## config.mk

```make
export PLATFORM = sky130hd
export DESIGN_NAME = xlat_buf
export DESIGN_NICKNAME = d
export VERILOG_FILES = /design/src/rtl/xb_pkg.sv /design/src/rtl/xb_match.sv /design/src/rtl/xb_slot_pick.sv /design/src/rtl/xlat_buf.sv
export SDC_FILE = /design/constraint.sdc
export NUM_CORES = 1
export LEC_CHECK = 0
export ABC_AREA = 1
export BUFFER_PORTS_ARGS = -buffer_cell sky130_fd_sc_hd__clkbuf_2
export CAP_MARGIN = 5
export CORE_MARGIN = 4
export CORE_UTILIZATION = 45
export DETAILED_ROUTE_END_ITERATION = 10
export SETUP_SLACK_MARGIN = 0.4
export SLEW_MARGIN = 20
export SYNTH_ARGS = -nofsm -noshare
export SYNTH_HDL_FRONTEND = slang
export SYNTH_SLANG_ARGS = --single-unit
```

## constraint.sdc

```tcl
create_clock -name clk -period 5 [get_ports clk]
set_input_delay 1 -clock clk [delete_from_list [all_inputs] [get_ports clk]]
set_output_delay 1 -clock clk [all_outputs]
set_load 0.005 [all_outputs]
```

## src/rtl/xb_pkg.sv

```systemverilog
// Shared widths and types for the translation buffer.
// Assumes 32-bit virtual and physical addresses and 4 KB pages.
package xb_pkg;
    localparam int ADDR_W = 32;
    localparam int OFF_W  = 12;
    localparam int PN_W   = ADDR_W - OFF_W;

    typedef logic [PN_W-1:0]   pn_t;
    typedef logic [OFF_W-1:0]  off_t;
    typedef logic [ADDR_W-1:0] addr_t;
endpackage

```

## src/rtl/xb_match.sv

```systemverilog
// Parallel comparator array: flags every valid entry whose page number
// equals the key. Assumes the table holds no duplicate valid page numbers,
// so at most one flag is set.
module xb_match
    import xb_pkg::*;
#(
    parameter int ENTRIES = 16
) (
    input  logic [ENTRIES-1:0]           ent_valid,
    input  logic [ENTRIES-1:0][PN_W-1:0] ent_pn,
    input  pn_t                          key,
    output logic [ENTRIES-1:0]           match
);
    for (genvar g = 0; g < ENTRIES; g++) begin : g_cmp
        // one comparator per entry, gated by its valid bit
        assign match[g] = ent_valid[g] && (ent_pn[g] == key);
    end
endmodule

```

## src/rtl/xb_slot_pick.sv

```systemverilog
// Chooses the slot a refill writes: the entry that already holds the page,
// else the lowest invalid entry, else the victim pointer.
// Assumes wr_match has at most one bit set.
module xb_slot_pick #(
    parameter int ENTRIES = 16,
    localparam int IDX_W = (ENTRIES > 1) ? $clog2(ENTRIES) : 1
) (
    input  logic [ENTRIES-1:0] ent_valid,
    input  logic [ENTRIES-1:0] wr_match,
    input  logic [IDX_W-1:0]   victim,
    output logic [IDX_W-1:0]   slot,
    output logic               replacing
);
    logic [IDX_W-1:0] match_idx;
    logic [IDX_W-1:0] free_idx;
    logic             any_free;

    // encode the matching slot and the lowest free slot
    always_comb begin
        match_idx = '0;
        free_idx  = '0;
        any_free  = 1'b0;
        for (int i = ENTRIES - 1; i >= 0; i--) begin
            if (wr_match[i]) match_idx = IDX_W'(i);
            if (!ent_valid[i]) begin
                free_idx = IDX_W'(i);
                any_free = 1'b1;
            end
        end
    end

    // priority: existing page, then free slot, then victim
    always_comb begin
        replacing = 1'b0;
        if (|wr_match)     slot = match_idx;
        else if (any_free) slot = free_idx;
        else begin
            slot      = victim;
            replacing = 1'b1;
        end
    end
endmodule

```

## src/rtl/xlat_buf.sv

```systemverilog
// Fully associative translation buffer, top level. Holds ENTRIES page
// translations, answers a lookup one cycle after the request and pulses
// a miss exception when no entry matches. Refill and flush come from
// software. Assumes refills keep page numbers unique, which the slot
// picker guarantees.
module xlat_buf
    import xb_pkg::*;
#(
    parameter int ENTRIES = 16,
    localparam int IDX_W = (ENTRIES > 1) ? $clog2(ENTRIES) : 1
) (
    input  logic        clk,
    input  logic        rst_n,
    input  logic        lk_valid,
    input  logic [31:0] lk_vaddr,
    output logic        lk_hit,
    output logic        lk_miss_exc,
    output logic [31:0] lk_paddr,
    input  logic        wr_en,
    input  logic [19:0] wr_vpn,
    input  logic [19:0] wr_pfn,
    input  logic        flush_all
);
    logic [ENTRIES-1:0]           valid_q;
    logic [ENTRIES-1:0][PN_W-1:0] vpn_q;
    logic [ENTRIES-1:0][PN_W-1:0] pfn_q;
    logic [IDX_W-1:0]             victim_q;

    logic [ENTRIES-1:0] lk_match;
    logic [ENTRIES-1:0] wr_match;
    logic [IDX_W-1:0]   wr_slot;
    logic               wr_replacing;
    pn_t                lk_pfn;

    xb_match #(.ENTRIES(ENTRIES)) u_lk_cmp (
        .ent_valid (valid_q),
        .ent_pn    (vpn_q),
        .key       (lk_vaddr[ADDR_W-1:OFF_W]),
        .match     (lk_match)
    );

    xb_match #(.ENTRIES(ENTRIES)) u_wr_cmp (
        .ent_valid (valid_q),
        .ent_pn    (vpn_q),
        .key       (wr_vpn),
        .match     (wr_match)
    );

    xb_slot_pick #(.ENTRIES(ENTRIES)) u_pick (
        .ent_valid (valid_q),
        .wr_match  (wr_match),
        .victim    (victim_q),
        .slot      (wr_slot),
        .replacing (wr_replacing)
    );

    // one-hot select of the matching frame number
    always_comb begin
        lk_pfn = '0;
        for (int i = 0; i < ENTRIES; i++) begin
            if (lk_match[i]) lk_pfn = lk_pfn | pfn_q[i];
        end
    end

    // valid bits and victim pointer; flush takes priority over refill
    always_ff @(posedge clk) begin
        if (!rst_n) begin
            valid_q  <= '0;
            victim_q <= '0;
        end else if (flush_all) begin
            valid_q <= '0;
        end else if (wr_en) begin
            valid_q[wr_slot] <= 1'b1;
            if (wr_replacing) begin
                victim_q <= (victim_q == IDX_W'(ENTRIES - 1)) ? '0 : victim_q + 1'b1;
            end
        end
    end

    // page and frame storage, written on an accepted refill
    always_ff @(posedge clk) begin
        if (wr_en && !flush_all) begin
            vpn_q[wr_slot] <= wr_vpn;
            pfn_q[wr_slot] <= wr_pfn;
        end
    end

    // registered lookup result
    always_ff @(posedge clk) begin
        if (!rst_n) begin
            lk_hit      <= 1'b0;
            lk_miss_exc <= 1'b0;
            lk_paddr    <= '0;
        end else begin
            lk_hit      <= lk_valid && (|lk_match);
            lk_miss_exc <= lk_valid && !(|lk_match);
            lk_paddr    <= {lk_pfn, lk_vaddr[OFF_W-1:0]};
        end
    end
endmodule

```

* Word level (Yosys, flattened, before mapping)
Cells that the tools add are included.
Word-level totals: input port bits 77, flip-flop bits (word level) 694, output and inout bits 34, word-level logic and storage cells 208
Cells by class: eq/ne operators 33, order comparisons 2, muxes and demuxes 75, reduce and logical (&&, ||, !) cells 42, add/sub/neg operators 1, bitwise gates (word level) 18
Operator list (count):
- $bwmux W320 | 2
- $eq A20 B20 Y1 | 32
- $mux W20 | 17
- $or A20 B20 Y20 | 15
- $mux W4 | 35
- $demux W20 S4 | 1
- $logic_and A1 B1 Y1 | 36
- $reduce_or A16 Y1 | 2
- $mux W1 | 19
- $or A16 B16 Y16 | 1
- $lt A4 B5 Y1 const B | 1
- $add A4 B1 Y4 const B | 1
- $demux W1 S4 | 1
- $eq A4 B4 Y1 const B | 1
- $ge A4 B1 Y1 const B | 1
- $reduce_and A3 Y1 | 1
- $logic_not A1 Y1 | 2
- $not A1 Y1 | 2
- $reduce_or A2 Y1 | 1

* Longest topological paths before layout
Gate-level depths: netlist of run 1.
depth after elaboration 33, mapped depth 27, gate-level depth less buffers 26

* By module
A second synthesis of run 1 with hierarchy kept.
Second synthesis, totals: cells, all modules 4337, area total of the unflattened synthesis 35114.9 µm²
By module, submodules not included:
- xlat_buf | cells an instance 1522, seq. area each 20299.5 µm², area an instance 23622.7 µm², times used 1
- xb_match | cells an instance 1360, seq. area each 0.0 µm², area an instance 5516.5 µm², times used 2
- xb_slot_pick | cells an instance 95, seq. area each 0.0 µm², area an instance 459.2 µm², times used 1

* Worst setup path before layout of run 1
OpenSTA, ideal clock, no wires.
path type input to register, start point input port wr_vpn[1], end point register pfn_q[160] (netlist bit) (enable), path slack 0.218 ns, library setup time 0.437 ns, cell stages on the path 16, required time 4.563 ns, buffers on the path 2, arrival 4.345 ns, path through buf_4 inv_2 buf_6 o22ai_1 nor4_1 and2_0 nand3_1 nand2_1 nor2_2 nand2_4 nor2_8 nand2_4 nand2_4 and2_4 nand4_1 nor2_1
RTL lines:
- start: declaration | line xlat_buf.sv:20 | input logic [19:0] wr_vpn,
- end signal: indexed assignment | line xlat_buf.sv:84 | pfn_q[wr_slot] <= wr_pfn;
- end: declaration | line xlat_buf.sv:26 | logic [ENTRIES-1:0][PN_W-1:0] pfn_q;

==> summary.md, run 1 <==
| Metric | Value |
|---|---|
| Grt ovf | 0 |
| Peak VDD IR | 0.000311 V |
| EDFF count, synth | 640 |
| Number of global-route vias before repair | 23798 |
| Clock Pin Slew Worst Setup and Hold Paths | 0.06 ns |
| Slew margin rel. | 30.8% |
| Cell at the slowest stage of the critical path | sky130_fd_sc_hd__buf_4 |
| Synthesized area per cell | 12.0 um2 |
| Internal Power | 9.99 mW |
| Via count of the routed design | 24342 |
| Synth warnings | 0 |
| Net count after synthesis | 2679 |
| Chain of cells forming the critical path | clkbuf_2 -> buf_4 -> buf_4 -> o22ai_1 -> nor2_1 -> nand3_1 -> a211oi_1 -> nand4_1 -> nand2_1 -> nor2_2 -> a21boi_2 -> nand2_4 -> nor2_2 -> nand3_1 -> nor2_4 -> buf_12 |
| Critical path capture point type | flop |
| Count of maximum capacitance violations | 0 |
| CTS tree | done |
| Number of setup buffers added after CTS | 0 |
| Proportion of synthesized chip area in sequential cells | 65.1% |
| Dominant register cell in the synthesized netlist | sky130_fd_sc_hd__edfxtp_1 |
| Highest-count cells in the layout ignoring fill and taps | sky130_fd_sc_hd__edfxtp_1 (640), sky130_fd_sc_hd__nand2_1 (319), sky130_fd_sc_hd__inv_1 (205) |
| Antenna violations before repair | 1 |
| Clock Skews | 0.0403 ns |
| Share of total power in sequential cells | 48.9% |
| Outcome | finished clean |
| Y dimension of the die | 271 um |
| CTS hold repair buffers | 0 |
| Share of power burned in the clock network | 44.8% |
| Clock latency at the later pin of the worst-skew pair | 0.66 ns |
| Leakage power | 12.7 nW |
| Family with the most delay on the worst path | simple AND/OR/NAND/NOR gates |
| HPWL Detailed | 76100 um |
| Post_cts resized | 0 |
| Initial cell density of the core | 45.4% |
| Maximum clock rate | 247 MHz |
| Type of the worst min-delay path | flop to flop |
| CTS root buf | sky130_fd_sc_hd__clkbuf_16 |
| Largest fanout on the critical path | 28 |
| Routed WL per cell | 32.6 um |
| Data arrival time of the worst path | 4.39 ns |
| Remaining antenna violation count | 0 |
| Max Transition Viols Final | 0 |
| Total standard cell area after synthesis | 31200 um2 |
| Share of async-settable or async-resettable flops after synthesis | 0% |
| Cell types with the largest area share after synthesis | sky130_fd_sc_hd__edfxtp_1 (62%), sky130_fd_sc_hd__o22ai_1 (4.1%), sky130_fd_sc_hd__nand2_1 (3.8%) |
| Clock tree buffer depth | 3 |
| Post-route worst hold slack | 0.491 ns |
| Switching pwr | 3.06 mW |
| Number of nets in the layout | 2867 |
| IO buf count | 110 |
| Startpoint type of the worst setup path | input port |
| Number of ports placed on the die boundary | 111 |
| Core footprint | 68600 um2 |
| Number of CTS-inserted buffers | 76 |
| Total Neg Setup Slack | 0 ns |
| Share of the synthesized area in the top cell type | 61.7% |
| Die Footprint | 73500 um2 |
| Pin count of the biggest net entering global routing | 41 |
| Slowest Stage Delay on Critical Path | 0.41 ns |
| Rows | 96 |
| Remaining design rule violation count | 0 |
| Most common cell after layout, fill and taps aside | sky130_fd_sc_hd__edfxtp_1 |
| Drt initial violations | 3884 |
| Worst Tran Pin Value | 1.04 ns |
| Synth-to-layout area growth | 16.7% |
| Number of distinct library cells after synthesis | 55 |
| Combined global-route utilization of all metal layers | 32.7% |
| Global-route wire length before repair | 173000 um |
| Routed wire length | 124000 um |
| Worst EP required | 5.34 ns |
| Deepest level of the CTS H-tree | 3 |
| Sw Ratio | 23.4% |
| Flop and latch count out of synthesis | 694 |
| Die width | 271 um |
| Routed vias/inst | 6.43 |
| Cells after Synth | 2601 |
| Final weighted congestion of routability-driven global placement | 0.993 |
| Hold Fails Final Rpt | 0 |
| Clock sink total | 694 |
| Synth area leader | sky130_fd_sc_hd__edfxtp_1 |
| Period minus WS final | 4.05 ns |
| Fraction of layout cells with a size suffix above 1 | 14.7% |
| Ratio of final minimum period to clock period | 81.1% |
| Unrepaired setup endpoints after global routing | false |
| Final setup violating endpoints | 0 |
| Crit path buf inv count | 4 |
| Pre-antenna DRT Iters | 6 |
| Crit Path Category | input port to flop |
| Combinational group share of total power | 6.4% |
| Power per Cell Area | 359 nW/um2 |
==> logic make-up (layout without fill, tap and decap cells) <==
family | Yosys count | after routing | synth area share, %
adder cells (fa/ha/maj) | 1 | 1 | 0.0401
AND/OR/NAND/NOR | 722 | 722 | 10.5
flip-flops | 694 | 694 | 65.1
other | 0 | 2 | 0
buffers and inverters | 363 | 615 | 5.10
XOR/XNOR | 208 | 208 | 5.85
AO/OA/AOI/OAI | 613 | 613 | 13.4
==> routing by layer <==
metal	wire, um	up-vias	part of all wire, %	track usage (%)
li1	-	10096	-	-
met1	46400	11997	38	42.8
met2	55300	1784	45	50.8
met3	13800	465	11	7.64
met4	8070	0	6.5	17.7
met5	0	-	0	0
==> layout make-up <==
| class | count | area, um2 |
|---|---|---|
| clock inverters | 42 | 579 |
| multi-input cells | 1544 | 9390 |
| inverters | 233 | 882 |
| repair buffers | 240 | 1990 |
| well taps | 931 | 1160 |
| flip-flops and latches | 694 | 20300 |
| clock buffers | 100 | 2050 |
| fillers | 5862 | 32200 |
| diodes | 2 | 5.00 |
==> worst register-to-register path, stage by stage (launching register included) <==
cell	delay, ns
sky130_fd_sc_hd__edfxtp_1	0.48
sky130_fd_sc_hd__nand2_1	0.11
sky130_fd_sc_hd__nand2_1	0.06
sky130_fd_sc_hd__nor2_1	0.10
sky130_fd_sc_hd__nand2_1	0.07
sky130_fd_sc_hd__nor2_1	0.13
sky130_fd_sc_hd__nand2_1	0.08
sky130_fd_sc_hd__o21ai_0	0.48
sky130_fd_sc_hd__nand3_1	0.17
sky130_fd_sc_hd__a21oi_1	0.19
sky130_fd_sc_hd__nor2_1	0.06
sky130_fd_sc_hd__o21ai_0	0.20
sky130_fd_sc_hd__nand2_2	0.13
sky130_fd_sc_hd__nand2_4	0.15
sky130_fd_sc_hd__nand4_1	0.22
sky130_fd_sc_hd__nor2_4	0.18
sky130_fd_sc_hd__buf_4	0.35
==> final timing paths <==
path / start / end / slack (ns) / cells past startpoint
max: wr_vpn[6] / vpn_q[114]$_DFFE_PP_ / 0.95 / 16
min: valid_q[14]$_SDFFE_PP0P_ / valid_q[14]$_SDFFE_PP0P_ / 0.49 / 2
max reg2reg: vpn_q[315]$_DFFE_PP_ / pfn_q[282]$_DFFE_PP_ / 1.52 / 16
min reg2reg: valid_q[14]$_SDFFE_PP0P_ / valid_q[14]$_SDFFE_PP0P_ / 0.49 / 2
==> power by group through the flow <==
stage | clock network [mW] | logic [mW] | registers (mW)
CTS | 5.92 | 0.794 | 6.37
global placement | 0 | 0.789 | 6.50
finish | 5.84 | 0.830 | 6.38
detailed placement | 0 | 0.792 | 6.50
global route | 6.18 | 0.839 | 6.37
floorplan | 0 | 0.348 | 6.50
==> cell usage after synthesis (28+ instances only) <==
cell                        instances
sky130_fd_sc_hd__o21ai_0           88
sky130_fd_sc_hd__o2111ai_1         33
sky130_fd_sc_hd__nand2_1          319
sky130_fd_sc_hd__nand4_1           60
sky130_fd_sc_hd__nor4_1            56
sky130_fd_sc_hd__a211oi_1          28
sky130_fd_sc_hd__a21oi_1           42
sky130_fd_sc_hd__xor2_1            80
sky130_fd_sc_hd__inv_1            205
sky130_fd_sc_hd__a221oi_1          45
sky130_fd_sc_hd__buf_2             50
sky130_fd_sc_hd__a22oi_1          129
sky130_fd_sc_hd__o22ai_1          203
sky130_fd_sc_hd__nor2_1           172
sky130_fd_sc_hd__xnor2_1          128
sky130_fd_sc_hd__dfxtp_1           54
sky130_fd_sc_hd__nand3_1           65
sky130_fd_sc_hd__clkbuf_1          44
sky130_fd_sc_hd__edfxtp_1         640
==> flip-flops by register name, summed over array words and instances, names as in the netlist <==
| register | count |
|---|---|
| lk_hit | 1 |
| lk_miss_exc | 1 |
| lk_paddr | 32 |
| valid_q | 16 |
| pfn_q | 320 |
| victim_q | 4 |
| vpn_q | 320 |
==> through the flow <==
| stage | util [%] | setup slack [ns] | instance area, um2 | total power [mW] | std cells |
|---|---|---|---|---|---|
| 6_report | 53.0 | 0.947 | 36400 | 13.0 | 3786 |
| 5_1_grt | 53.0 | 0.747 | 36400 | 13.4 | 3785 |
| 4_1_cts | 53.0 | 1.03 | 36400 | 13.1 | 3784 |
| 3_5_place_dp | 49.2 | 0.359 | 33700 | 7.29 | 3642 |
| 3_3_place_gp | 49.2 | 0.309 | 33700 | 7.29 | 3642 |
| 2_1_floorplan | - | 0.869 | 31200 | 6.84 | 2601 |
Power figures use the tool's default switching activity.
==> run 2: changes to the inputs <==
- clock period: 5 -> 3.6 ns (I/O delays scaled with it)
==> run 2 against run 1 <==
Against the previous run: final cell count rose by 7.8%; clock power rose by 45%; clock-buffer cell count fell by 1; total power rose by 44%.
==> summary.md, run 2 (synthesized netlist as in run 1, its figures left out) <==
| Metric | Value |
|---|---|
| Post-route worst hold slack | 0.266 ns (-0.225 ns) |
| Y dimension of the die | 271 um (unchanged) |
| Worst EP required | 3.95 ns (-1.39 ns) |
| Fill cells | 5560 (-5.2%) |
| Combinational group share of total power | 7.9% (+1.5 points) |
| Power per Cell Area | 466 nW/um2 (+30%) |
| Maximum clock rate | 308 MHz |
| HPWL Detailed | 94300 um (+24%) |
| Global routing met2 resource utilization | 54.8% (+4.0 points) |
| Sw Ratio | 23.9% (+0.44 points) |
| Fraction of layout cells with a size suffix above 1 | 24.8% (+10 points) |
| Clock tree buffer depth | 3 (unchanged) |
| Grt ovf | 0 (unchanged) |
| Global routing usage on met3 | 7.90% (+0.27 points) |
| Drt initial violations | 3933 (+1.3%) |
| Final weighted congestion of routability-driven global placement | 1.01 (+1.4%) |
| Worst Tran Pin Value | 0.751 ns (-0.287 ns) |
| Routed WL per cell | 34.0 um (+4.3%) |
| Internal Power | 14.3 mW (+43%) |
| Leakage power | 14.7 nW (+16%) |
| Most common cell after layout, fill and taps aside | sky130_fd_sc_hd__edfxtp_1 |
| Deepest level of the CTS H-tree | 3 (unchanged) |
| Share of power burned in the clock network | 45.1% (+0.3 points) |
| Clock latency at the later pin of the worst-skew pair | 0.66 ns (about the same) |
| Count of maximum capacitance violations | 0 (unchanged) |
| Largest registers | pfn_q: 320 flops, vpn_q: 320 flops, lk_paddr: 32 flops |
| Pre-antenna DRT Iters | 7 (+1) |
| Number of CTS-inserted buffers | 77 (+1.3%) |
| Highest-count cells in the layout ignoring fill and taps | sky130_fd_sc_hd__edfxtp_1 (640), sky130_fd_sc_hd__nand2_1 (310), sky130_fd_sc_hd__buf_4 (270) |
| Hold Fails Final Rpt | 0 (unchanged) |
| Clock Skews | 0.0439 ns (+0.00361 ns) |
| Rows | 96 (unchanged) |
| Pin count of the biggest net entering global routing | 32 (-22%) |
| Share of total power in sequential cells | 47.0% (-1.9 points) |
| Number of ports placed on the die boundary | 111 (unchanged) |
| Remaining antenna violation count | 0 (unchanged) |
| Via count of the routed design | 25938 (+6.6%) |
| Clock sink total | 694 (unchanged) |
| Switching pwr | 4.49 mW (+47%) |
| Die width | 271 um (unchanged) |
| GR Util met1 | 48.9% (+6.1 points) |
| Period minus WS final | 3.25 ns |
| CTS hold repair buffers | 0 (unchanged) |
| Peak VDD IR | 0.000441 V (+42%) |
| Final setup violating endpoints | 0 (unchanged) |
| Number of global-route vias before repair | 24861 (+4.5%) |
| Type of the worst min-delay path | input port to flop |
| Initial cell density of the core | 45.4% (unchanged) |
| Antenna violations before repair | 6 (+5) |
| Routed vias/inst | 6.36 (-1.1%) |
| Startpoint type of the worst setup path | input port |
| CTS tree | done |
| Outcome | finished clean |
| IO buf count | 110 (unchanged) |
| Remaining design rule violation count | 0 (unchanged) |
| Routed wire length | 139000 um (+12%) |
| Unrepaired setup endpoints after global routing | true |
| Die Footprint | 73500 um2 (unchanged) |
| Combined global-route utilization of all metal layers | 35.9% (+3.2 points) |
| Max Transition Viols Final | 0 (unchanged) |
| Ratio of final minimum period to clock period | 90.2% |
| Largest fanout on the critical path | 11 (-61%) |
| Synth-to-layout area growth | 29.6% |
| Number of nets in the layout | 3161 (+10%) |
| Global-route wire length before repair | 188000 um (+9.0%) |
| Crit Path Category | input port to flop |
| Core footprint | 68600 um2 (unchanged) |
| Clock Pin Slew Worst Setup and Hold Paths | 0.06 ns (about the same) |
| Data arrival time of the worst path | 3.60 ns (-0.79 ns) |
| Final critical-path setup slack | 0.352 ns (-0.595 ns) |
| Pre-CTS setup slack | -0.443 ns (-0.802 ns) |
| Critical path capture point type | flop |
| Slew margin rel. | 49.9% (+19 points) |
| CTS root buf | sky130_fd_sc_hd__clkbuf_16 |
| Routing layer with the top usage in global route | met2 |
run 2: cell count changes in the layout (fill, tap and decap cells not counted), moves of 8 or more:
| cell | change |
|---|---|
| sky130_fd_sc_hd__buf_12 | +60 |
| sky130_fd_sc_hd__buf_4 | +177 |
| sky130_fd_sc_hd__buf_6 | +29 |
| sky130_fd_sc_hd__buf_8 | +8 |
| sky130_fd_sc_hd__clkbuf_1 | -10 |
| sky130_fd_sc_hd__clkbuf_16 | +26 |
| sky130_fd_sc_hd__clkbuf_2 | -8 |
| sky130_fd_sc_hd__inv_1 | -8 |
| sky130_fd_sc_hd__nand2_1 | -9 |
| sky130_fd_sc_hd__nand3_1 | -9 |
| sky130_fd_sc_hd__nor2_1 | -9 |
run 2: cell type report:
class / instances / area [um2] / area share [%]
diodes: 1 / 2.50 / 0.00620
repair buffers: 533 / 5540 / 13.7
inverters: 233 / 920 / 2.28
flip-flops and latches: 694 / 20300 / 50.3
clock inverters: 45 / 568 / 1.41
multi-input cells: 1544 / 9690 / 24.0
well taps: 931 / 1160 / 2.88
clock buffers: 99 / 2210 / 5.46
run 2: what timing repair did:
| action | in CTS | in global routing |
|---|---|---|
| setup endpoints to repair | 606 | 642 |
| pin swaps | 5 | 39 |
| gates cloned | 0 | 26 |
| buffers inserted | 2 | 45 |
| resized for setup | 26 | 116 |
run 2: worst paths after layout:
path	start	to	slack [ns]	cells past startpoint
setup / recovery	wr_vpn[9]	pfn_q[10]$_DFFE_PP_	0.35	20
hold / removal	lk_vaddr[11]	lk_paddr[11]$_SDFF_PN0_	0.27	3
setup reg to reg	vpn_q[129]$_DFFE_PP_	pfn_q[10]$_DFFE_PP_	0.39	17
hold reg to reg	victim_q[2]$_SDFFE_PN0P_	victim_q[2]$_SDFFE_PN0P_	0.52	2
run 2: through the flow:
| step | utilization [%] | instances | area, um2 | TNS [ns] | power [mW] |
|---|---|---|---|---|---|
| finish | 58.9 | 4080 | 40400 | 0 | 18.8 |
| CTS | 56.8 | 4008 | 38900 | 0 | 18.8 |
| detailed placement | 52.6 | 3862 | 36000 | -208.27 | 10.4 |
| floorplan | - | 2601 | 31300 | 0 | 9.52 |
| global placement | 52.6 | 3862 | 36000 | -239.88 | 10.4 |
| global route | 58.9 | 4079 | 40400 | 0 | 19.3 |
run 2: metal layers:
metal,up-vias,routed length (um)
met5,-,28
met4,4,8520
met3,450,15700
met2,1935,61300
met1,12842,53300
li1,10707,-
run 2: power groups by stage:
stage               Sequential (mW)  Clock, mW  Combinational, mW
global route                   8.85       8.91               1.50
finish                         8.85       8.48               1.49
CTS                            8.85       8.57               1.36
floorplan                      9.02          0              0.493
global placement               9.02          0               1.35
detailed placement             9.02          0               1.35
run 2: critical path: stages:
cell	delay, ns
sky130_fd_sc_hd__clkbuf_2	0.13
sky130_fd_sc_hd__inv_2	0.09
sky130_fd_sc_hd__buf_12	0.17
sky130_fd_sc_hd__buf_4	0.17
sky130_fd_sc_hd__o22ai_1	0.07
sky130_fd_sc_hd__nor2_1	0.13
sky130_fd_sc_hd__nand2_1	0.06
sky130_fd_sc_hd__a221oi_1	0.29
sky130_fd_sc_hd__nand3_1	0.27
sky130_fd_sc_hd__nand2_2	0.16
sky130_fd_sc_hd__nor2_4	0.05
sky130_fd_sc_hd__nand2_4	0.08
sky130_fd_sc_hd__inv_1	0.05
sky130_fd_sc_hd__nand2_2	0.12
sky130_fd_sc_hd__nand2_4	0.08
sky130_fd_sc_hd__a21oi_4	0.16
sky130_fd_sc_hd__nand4_1	0.21
sky130_fd_sc_hd__nor2_4	0.19
sky130_fd_sc_hd__buf_12	0.17
sky130_fd_sc_hd__clkbuf_16	0.18
